$ cat src/rtl/rdiv_prescaler.sv
module rdiv_prescaler #(
    parameter int unsigned W = 2
) (
    input  logic clk,
    input  logic rst,
    input  logic en,
    output logic adv
);

    if (W == 0) begin : g_bypass
        // No power-of-two stage: the rings step on every enabled cycle.
        assign adv = en;
    end else begin : g_count
        typedef struct packed {
            logic [W-1:0] cnt;
        } pre_state_t;

        pre_state_t st_d, st_q;
        logic [W:0] sum;

        always_comb begin
            st_d = st_q;
            // The carry-out of the increment is the advance; no compare against a terminal value.
            sum  = {1'b0, st_q.cnt} + {{W{1'b0}}, 1'b1};
            if (en) begin
                st_d.cnt = sum[W-1:0];
            end
            adv = en & sum[W];
        end

        always_ff @(posedge clk) begin
            if (rst) begin
                st_q <= '0;
            end else begin
                st_q <= st_d;
            end
        end
    end

endmodule

$ cat src/rtl/rdiv_ring.sv
module rdiv_ring #(
    parameter int unsigned L = 3
) (
    input  logic         clk,
    input  logic         rst,
    input  logic         adv,
    output logic [L-1:0] state,
    output logic         tap
);

    typedef struct packed {
        logic [L-1:0] bits;
    } ring_state_t;

    ring_state_t st_d, st_q;

    always_comb begin
        st_d = st_q;
        if (adv) begin
            st_d.bits = {st_q.bits[L-2:0], st_q.bits[L-1]};
        end
    end

    always_ff @(posedge clk) begin
        if (rst) begin
            st_q.bits <= {{(L-1){1'b0}}, 1'b1};
        end else begin
            st_q <= st_d;
        end
    end

    assign state = st_q.bits;
    assign tap   = st_q.bits[L-1];

endmodule

$ cat src/rtl/rdiv_strobe_reg.sv
module rdiv_strobe_reg #(
    parameter int unsigned N = 3
) (
    input  logic         clk,
    input  logic         rst,
    input  logic         adv,
    input  logic [N-1:0] taps,
    output logic         strobe
);

    typedef struct packed {
        logic pulse;
    } strobe_state_t;

    strobe_state_t st_d, st_q;

    always_comb begin
        // All rings at their last bit on an advance: they land on bit 0 together.
        st_d.pulse = adv & (&taps);
    end

    always_ff @(posedge clk) begin
        if (rst) begin
            st_q <= '0;
        end else begin
            st_q <= st_d;
        end
    end

    assign strobe = st_q.pulse;

endmodule

$ cat src/rtl/ring_strobe_divider.sv
module ring_strobe_divider #(
    parameter int unsigned PRE_W              = 2,
    parameter int unsigned N_RINGS            = 3,
    parameter int unsigned RING_LEN [N_RINGS] = '{3, 5, 7}
) (
    input  logic               clk,
    input  logic               rst,
    input  logic               en,
    output logic               strobe,
    output logic [N_RINGS-1:0] taps
);

    function automatic int unsigned f_max_len();
        int unsigned m;
        m = 0;
        for (int k = 0; k < N_RINGS; k++) begin
            if (RING_LEN[k] > m) m = RING_LEN[k];
        end
        return m;
    endfunction

    localparam int unsigned MAX_L = f_max_len();

    logic                           adv;
    logic [N_RINGS-1:0][MAX_L-1:0]  ring_vec;

    rdiv_prescaler #(.W(PRE_W)) u_pre (
        .clk (clk),
        .rst (rst),
        .en  (en),
        .adv (adv)
    );

    for (genvar i = 0; i < N_RINGS; i++) begin : g_ring
        localparam int unsigned L = RING_LEN[i];
        logic [L-1:0] st;

        rdiv_ring #(.L(L)) u_ring (
            .clk   (clk),
            .rst   (rst),
            .adv   (adv),
            .state (st),
            .tap   (taps[i])
        );

        assign ring_vec[i] = MAX_L'(st);
    end

    rdiv_strobe_reg #(.N(N_RINGS)) u_out (
        .clk    (clk),
        .rst    (rst),
        .adv    (adv),
        .taps   (taps),
        .strobe (strobe)
    );

endmodule

$ cat config.mk
export PLATFORM = sky130hd
export DESIGN_NAME = ring_strobe_divider
export DESIGN_NICKNAME = d
export VERILOG_FILES = /design/src/rtl/rdiv_prescaler.sv /design/src/rtl/rdiv_ring.sv /design/src/rtl/rdiv_strobe_reg.sv /design/src/rtl/ring_strobe_divider.sv
export SDC_FILE = /design/constraint.sdc
export NUM_CORES = 1
export LEC_CHECK = 0
export ABC_AREA = 1
export BUFFER_PORTS_ARGS = -buffer_cell sky130_fd_sc_hd__buf_2
export CORE_UTILIZATION = 44
export CTS_BUF_LIST = sky130_fd_sc_hd__clkbuf_8
export CTS_CLUSTER_SIZE = 40
export DETAILED_ROUTE_END_ITERATION = 10
export SLEW_MARGIN = 20
export SYNTH_ARGS = -nofsm -noshare
export SYNTH_HDL_FRONTEND = slang
export SYNTH_SLANG_ARGS = --single-unit
$ cat constraint.sdc
create_clock -name clk -period 1.35 [get_ports clk]
set_input_delay 0.0675 -clock clk [delete_from_list [all_inputs] [get_ports clk]]
set_output_delay 0.0675 -clock clk [all_outputs]
set_load 0.02 [all_outputs]
==> results of run 1 <==
flip-flops by register name, indices dropped and copies added, names as in the netlist:
signal / flops
g_ring.u_ring.state: 15
u_out.strobe: 1
u_pre.g_count.st_q: 2
metrics by stage:
step	power [mW]	instances	area, µm²	setup slack (ps)
after floorplan	0.625	107	748	290
after global placement	0.632	123	752	258
after detailed placement	0.633	123	752	235
after CTS	1.00	126	793	230
after global routing	1.03	126	793	115
final	0.980	126	793	238
where the power goes:
part,internal (mW),switching [mW]
combinational,0.0224,0.0392
sequential,0.549,0.00978
clock,0.198,0.162
total,0.769,0.211
critical path: stages, from the launching register on:
cell     delay [ps]
dfxtp_1         320
ha_1            260
nand2_4         240
nand2_1          80
nand2_1          60
nor2_1           50
cells by family after synthesis:
group	Yosys count	synth area share, %
fa+ha+maj	1	1.67
buf+inv	21	14.2
simple gates	66	35.3
flops	18	48.2
compound gates	1	0.668
path summary, 6_finish.rpt:
check                                         start                                      to  depth (start not counted)
min reg2reg  g_ring[1].u_ring.state[0]$_SDFFE_PP1P_  g_ring[1].u_ring.state[0]$_SDFFE_PP1P_                          2
max              u_pre.g_count.st_q[0]$_SDFFE_PP0P_  g_ring[2].u_ring.state[5]$_SDFFE_PP0P_                          5
max reg2reg      u_pre.g_count.st_q[0]$_SDFFE_PP0P_  g_ring[2].u_ring.state[5]$_SDFFE_PP0P_                          5
min                                              en                 u_out.strobe$_SDFF_PP0_                          3
synth_stat cells:
cell type	n	area, µm²
ha_1	1	12.5
inv_1	13	48.8
nand3_1	7	35.0
o21ai_0	1	5.00
nand2_1	29	109
dfxtp_1	18	360
buf_4	5	37.5
buf_2	1	5.00
clkinv_1	1	3.75
buf_6	1	11.3
nand2_4	1	11.3
nor2_1	29	109
per-layer routing:
metal | vias up | track usage, % | routed length [µm]
li1 | 315 | - | -
met1 | 240 | 16.5 | 535
met5 | - | 0 | 0
met2 | 6 | 18.2 | 466
met3 | 4 | 5.11 | 37
met4 | 0 | 10.9 | 35
layout make-up:
cell class / count / area share, %
repair buffers: 7 / 4.73
inverters: 14 / 6.62
clock buffers: 3 / 5.21
flip-flops and latches: 18 / 45.4
well taps: 16 / 2.52
multi-input cells: 68 / 35.5
==> impl_metrics.toml, run 1 <==
[outcome]
status = "finished, final reports clean"

[timing]
max_freq_mhz = 899
fin_tns_setup_ps = 0
worst_pin_slew_ps = 256
min_period_ps = 1110
rsz0062_at_grt = "no"
holdWs_ps = 152
hold_viol_final = 0
fin_crit_sh_pct = 82.4
setup_viol = 0
fin_skew_ps = 4.85
slew_headroom_pct = 82.9
drv_slew = 0

[global_routing]
grt_overflow_total = 0
grt_pass1_wl_um = 1780
antenna_found_initial = 0
track_usage_pct = 13.4
grt_pass1_vias = 423
grt_max_degree = 28

[layout]
regArea_um2 = 360
layout_common_cells = "nor2_1, nand2_1, dfxtp_1"
fillers = 161
diodes = 0
drive_gt1_share_pct = 10.0
fin_nets = 116
fin_util_pct = 51.5
multi_input_area_um2 = 282
area_delta_synth_final_pct = 6.02

[logic_synthesis]
yosysSeqAreaShare_pct = 48.2
ys_types = 12
syn_inst = 107
synth_seq_cells = 18
synth_area_per_cell_um2 = 6.99
syn_area_um2 = 748
synth_warnings = 0
syn_nets = 111

[drt]
viasPerCell = 4.48
avgRoutedWirePerCell_um = 8.52
first_pass_iters = 4
ant_nets = 0
via_count = 565
wirelength_um = 1070
first_iter_violations = 2
drcViolationCount = 0

[floorplan]
io_pins = 7
dieArea_um2 = 1870
rows = 14
die_w_um = 43.2
core-area_um2 = 1540
initial_utilization_pct = 48.5
die_y_um = 43.2

[clock_network]
cts_buffer_depth = 2
cts_sinks = 18
ctsHoldBuffers = 0
cts.repair.resized = 0
cts_buffers = 3
htreeDepth = 1
cts-root-buf = "clkbuf_8"
insertion_delay_ps = 250
tritoncts = "built"
clk_pin_slew_worst_paths_ps = 60
postCtsSetupRepairBufs = 0

[setup_path]
r2r_slack_ps = 240
crit_type = "flip-flop to flip-flop"
startpoint_type = "flip-flop"
arrival_ps = 1260
worstPathMaxFanout = 27
cp.required_ps = 1500
critPathCaptureType = "flip-flop"

[power_and_ir_drop]
p_per_area_nw_per_um2 = 1240
peakVddDrop_uv = 607
leakage_nw = 0.453

[job]
drv_cap = 0

[placed_design]
io_buffers = 6
dpl.hpwl_um = 741
gp_congestion = 0.684

[min_path]
hold_class = "input port to flip-flop"
Power figures use the tool's default switching activity.
==> run 2: changes to the inputs <==
- ABC_AREA: 1 -> 0
- clock period: 1.35 -> 1.1 ns (I/O delays scaled with it)
==> run 2 against run 1 <==
Against the previous run: clock power is 49% higher; via count is 19% lower; critical path type unchanged; die area is 2.1% lower; largest power group unchanged; combinational power is 8.6% higher; first-iteration DRC count stayed put; total power is 30% higher.
==> impl_metrics.toml, run 2 <==
[clock_network]
tritoncts = "built"
htreeDepth = 1
postCtsSetupRepairBufs = 0
cts-root-buf = "clkbuf_8"
cts_sinks = 18
cts_buffers = 3
clk_pin_slew_worst_paths_ps = 70
cts_buffer_depth = 2
insertion_delay_ps = 250

[drt]
via_count = 457
first_iter_violations = 2
drcViolationCount = 0
ant_nets = 0
wirelength_um = 1110
viasPerCell = 5.13
first_pass_iters = 4
avgRoutedWirePerCell_um = 12.5

[global_routing]
grt_pass1_wl_um = 1850
grt_max_degree = 21
grt_pass1_vias = 432
antenna_found_initial = 0
grt_overflow_total = 0
track_usage_pct = 14.1

[logic_synthesis]
synth_warnings = 0
syn_nets = 71
synth.area.top_cells = "dfxtp_1, mux2i_1, nand2b_1, buf_4, a211o_1"
yosysTopAreaCell = "dfxtp_1"
synth_edf_count = 0
ys.flop_type = "dfxtp_1"
syn_area_um2 = 732
syn_inst = 67
yosysMostFrequentCell = "dfxtp_1"
synth_seq_cells = 18
yosysSeqAreaShare_pct = 49.2
synth_area_per_cell_um2 = 10.9
async_reset_ff_share_pct = 0
synth_top_area_share_pct = 49.2
ys_types = 17
ys_top_cells_by_count = "dfxtp_1, nand2b_1, mux2i_1, buf_4"

[placed_design]
gp_congestion = 0.721
placed_cell_area_um2 = 754
dpl.hpwl_um = 771
io_buffers = 6

[timing]
hold_viol_final = 0
holdWs_ps = 138
fin_skew_ps = 2.14
worst_pin_slew_ps = 259
rsz0062_at_grt = "yes"
max_freq_mhz = 951
min_period_ps = 1050
slew_headroom_pct = 82.8
fin_crit_sh_pct = 95.6
drv_slew = 0
setup_viol = 0

[floorplan]
initial_utilization_pct = 48.0
die_w_um = 42.8
io_pins = 7
rows = 14
die_y_um = 42.8
dieArea_um2 = 1830
core-area_um2 = 1520

[power_and_ir_drop]
pwr-share-seq_pct = 52.7
peakVddDrop_uv = 842
p_int_mw = 1.02
power_switching_mw = 0.259
p_clk_share_pct = 42.1
leakage_nw = 0.349
sw_frac_of_total_pct = 20.3
finalPower_mw = 1.28
p_per_area_nw_per_um2 = 1560
pwr-share-comb_pct = 5.2

[setup_path]
startpoint_type = "flip-flop"
critPathCaptureType = "flip-flop"
cp_cell_sequence = "ha_4, and3_1, a211o_1"
worstPathMaxFanout = 7
crit_buf_inv = 0
cp.required_ps = 1250
slowest_delay_ps = 340
crit_type = "flip-flop to flip-flop"
arrival_ps = 1200
path_delay_family = "flip-flops"
slowest_stage = "dfxtp_2"

[layout]
fillers = 139
diodes = 0
area_delta_synth_final_pct = 12.3
design_area_um2 = 822
largest_reg_flops = 15
layout_common_cells = "dfxtp_1, nand2b_1, mux2i_1"
fin_nets = 78
final_common_cell = "dfxtp_1"
drive_gt1_share_pct = 24.7

[job]
drv_cap = 0

[min_path]
hold_class = "input port to flip-flop"

[outcome]
status = "finished, final reports clean"
-- run 2: cell count changes in the layout (fill, tap and decap cells not counted), sizes merged, moves of 7 or more --
cell and delta:
nand3 -7, nor2 -27, inv -13, mux2i +10, nand2b +12, nand2 -28
-- run 2: layout make-up --
cell class	instances	area (µm²)	area share (%)
well taps	16	20.0	2.44
multi-input cells	42	332	40.3
repair buffers	9	52.6	6.39
clock buffers	4	55.1	6.70
flip-flops and latches	18	363	44.1
-- run 2: stage by stage --
step / cells / util, % / TNS, ps / worst slack (ps)
floorplan: 67 / - / 0 / 23.3
global placement: 85 / 49.5 / 0 / 22.7
detailed placement: 85 / 49.5 / 0 / 5.28
CTS: 89 / 53.8 / 0 / 32.2
global route: 89 / 53.9 / -6.35 / -6.35
finish: 89 / 53.9 / 0 / 48.0
-- run 2: worst paths after layout --
check	start	endpoint	slack, ps	cells past startpoint
max	u_pre.g_count.st_q[1]$_SDFFE_PP0P_	g_ring[1].u_ring.state[0]$_SDFFE_PP1P_	50	3
min	rst	u_pre.g_count.st_q[1]$_SDFFE_PP0P_	140	2
max reg2reg	u_pre.g_count.st_q[1]$_SDFFE_PP0P_	g_ring[1].u_ring.state[0]$_SDFFE_PP1P_	50	3
min reg2reg	g_ring[0].u_ring.state[0]$_SDFFE_PP1P_	g_ring[0].u_ring.state[0]$_SDFFE_PP1P_	470	1
-- run 2: metal layers --
layer | up-vias | GRT usage, % | wire length, µm | part of all wire, %
met2 | 7 | 21.2 | 495 | 45
met3 | 5 | 3.83 | 34 | 3.1
li1 | 239 | - | - | -
met4 | 0 | 11.3 | 31 | 2.8
met5 | - | 0 | 0 | 0
met1 | 206 | 16.5 | 549 | 49
-- run 2: worst reg2reg max path: stages, from the launching register on --
cell     delay, ps
dfxtp_2        340
ha_4           180
and3_1         180
a211o_1        250
-- run 2: power groups by stage --
stage	logic, mW	registers, mW	clock network [mW]
floorplan	0.0509	0.683	0
global route	0.0734	0.675	0.571
detailed placement	0.0653	0.684	0
global placement	0.0646	0.683	0
CTS	0.0682	0.672	0.548
finish	0.0669	0.674	0.538
-- run 2: cells by family (layout without fill, tap and decap cells) --
family                   Yosys count  count (layout)  synth area share (%)
flip-flops                        18              18                  49.2
multiplexers                      10              10                  13.7
AND/OR/NAND/NOR                   24              24                  21.4
adder cells (fa/ha/maj)            1               1                  1.71
buffers and inverters              7              13                  7.18
AO/OA/AOI/OAI                      6               6                  5.64
XOR/XNOR                           1               1                  1.20
-- run 2: repair_timing --
| item | CTS | global route |
|---|---|---|
| pin swaps | 0 | 1 |
| gates resized for setup | 1 | 2 |
| hold buffers | 0 | 0 |
| endpoints found under the setup margin | 3 | 10 |
==> run 3: changes to the inputs <==
- ABC_CLOCK_PERIOD_IN_PS: unset -> 1200
- CTS_BUF_LIST: sky130_fd_sc_hd__clkbuf_8 -> unset
- clock period: 1.1 -> 1.2 ns (I/O delays scaled with it)
==> run 3 against run 2 <==
Against the previous run: global-route usage shrank 0.96 points; critical endpoint is now g_ring[2].u_ring.state[5]$_SDFFE_PP0P_; design area decreased by 3.5%; combinational power down 16%; final cell count down 1.1%; register-to-register slack gained 60 ps; routed wire length decreased by 1.8%; count of clock-buffer cells in the layout is the same; setup slack gained 61 ps.
==> impl_metrics.toml, run 3 (synthesized netlist as in run 2, its figures left out) <==
[timing]
max_freq_mhz = 917
fin_tns_setup_ps = 0
holdWs_ps = 118
slew_headroom_pct = 81.2
setup_viol = 0
hold_viol_final = 0
rsz0062_at_grt = "no"
drv_slew = 0
worst_pin_slew_ps = 281
fin_skew_ps = 5.88
min_period_ps = 1090
fin_crit_sh_pct = 90.9

[clock_network]
clk_pin_slew_worst_paths_ps = 100
cts-root-buf = "clkbuf_4"
ctsHoldBuffers = 0
insertion_delay_ps = 290
postCtsSetupRepairBufs = 0
cts_buffer_depth = 2
cts_buffers = 3
htreeDepth = 1
cts_sinks = 18
tritoncts = "built"

[drt]
drcViolationCount = 0
via_count = 454
viasPerCell = 5.16
avgRoutedWirePerCell_um = 12.4
first_iter_violations = 3
first_pass_iters = 4
wirelength_um = 1090
ant_nets = 0

[power_and_ir_drop]
p_per_area_nw_per_um2 = 1310
pwr-share-comb_pct = 5.4
p_clk_share_pct = 35.4
finalPower_mw = 1.04
leakage_nw = 0.335
power_switching_mw = 0.219
pwr-share-seq_pct = 59.2
peakVddDrop_uv = 674
p_int_mw = 0.822
sw_frac_of_total_pct = 21.0

[floorplan]
die_y_um = 42.8
rows = 14
dieArea_um2 = 1830
die_w_um = 42.8
core-area_um2 = 1520
io_pins = 7
initial_utilization_pct = 48.0

[layout]
largest_reg_flops = 15
fin_util_pct = 52.1
final_common_cell = "dfxtp_1"
finalNonFillerCells = 88
fin_nets = 77
drive_gt1_share_pct = 20.8
layout_common_cells = "dfxtp_1, nand2b_1, mux2i_1"
diodes = 0
area_delta_synth_final_pct = 8.38

[placed_design]
gp_congestion = 0.719
dpl.hpwl_um = 723
io_buffers = 6
placedCellCount = 84

[global_routing]
grt_pass1_wl_um = 1790
antenna_found_initial = 0
track_usage_pct = 13.1
grt_max_degree = 21
grt_overflow_total = 0
grt_pass1_vias = 427

[setup_path]
startpoint_type = "flip-flop"
cp.required_ps = 1420
slowest_delay_ps = 400
arrival_ps = 1310
slowest_stage = "dfxtp_1"
worstPathMaxFanout = 8
critPathCaptureType = "flip-flop"
crit_type = "flip-flop to flip-flop"
cp_cell_sequence = "ha_4, and2_4, mux2i_1"

[job]
drv_cap = 0

[outcome]
status = "finished, final reports clean"

[min_path]
hold_class = "input port to flip-flop"
==> run 3: cell types whose count changed in the layout (fill, tap and decap cells not counted), sizes merged <==
cell	previous run	this run
buf	9	8
==> run 3: layout make-up <==
class	count	area, µm²
Multi-Input combinational cell	42	332
Tap cell	16	20.0
Clock buffer	4	36.3
Timing Repair Buffer	8	45.0
Sequential cell	18	360
Fill cell	148	731
==> run 3: worst max-delay path, delay by kind of cell (launching register included) <==
kind	cells	cell delay [ps]
fa+ha+maj	1	200
simple gates	1	230
flops	1	400
mux	1	190
==> run 3: timing repair <==
item | CTS | global route
endpoints found under the setup margin | 4 | 4
gates resized for setup | 1 | 1
pin swaps | 0 | 0
==> run 3: per-stage QoR <==
| stage | setup slack [ps] | instance area [µm²] |
|---|---|---|
| floorplan | 54.9 | 732 |
| global placement | 33.8 | 744 |
| detailed placement | 13.1 | 744 |
| CTS | 54.8 | 783 |
| global route | 11.0 | 793 |
| finish | 109 | 793 |
==> run 3: metal layers <==
metal,track usage [%],part of all wire (%),vias to the layer above,routed length (µm)
li1,-,-,236,-
met1,17.6,54,209,590
met2,19.4,41,7,451
met3,2.55,3.1,2,34
met4,7.50,1.4,0,15
met5,0,0,-,0
==> run 3: power by group through the flow <==
stage	clock (mW)	sequential (mW)	combinational [mW]
6_report	0.368	0.616	0.0561
5_1_grt	0.406	0.619	0.0616
4_1_cts	0.384	0.614	0.0544
3_5_place_dp	0	0.627	0.0534
3_3_place_gp	0	0.627	0.0531
2_1_floorplan	0	0.626	0.0461
==> run 3: path summary, 6_finish.rpt <==
| kind | from | endpoint | slack (ps) | depth (start not counted) |
|---|---|---|---|---|
| min | rst | u_pre.g_count.st_q[1]$_SDFFE_PP0P_ | 120 | 2 |
| min reg2reg | g_ring[0].u_ring.state[0]$_SDFFE_PP1P_ | g_ring[0].u_ring.state[0]$_SDFFE_PP1P_ | 480 | 1 |
| max | u_pre.g_count.st_q[0]$_SDFFE_PP0P_ | g_ring[2].u_ring.state[5]$_SDFFE_PP0P_ | 110 | 3 |
| max reg2reg | u_pre.g_count.st_q[0]$_SDFFE_PP0P_ | g_ring[2].u_ring.state[5]$_SDFFE_PP0P_ | 110 | 3 |
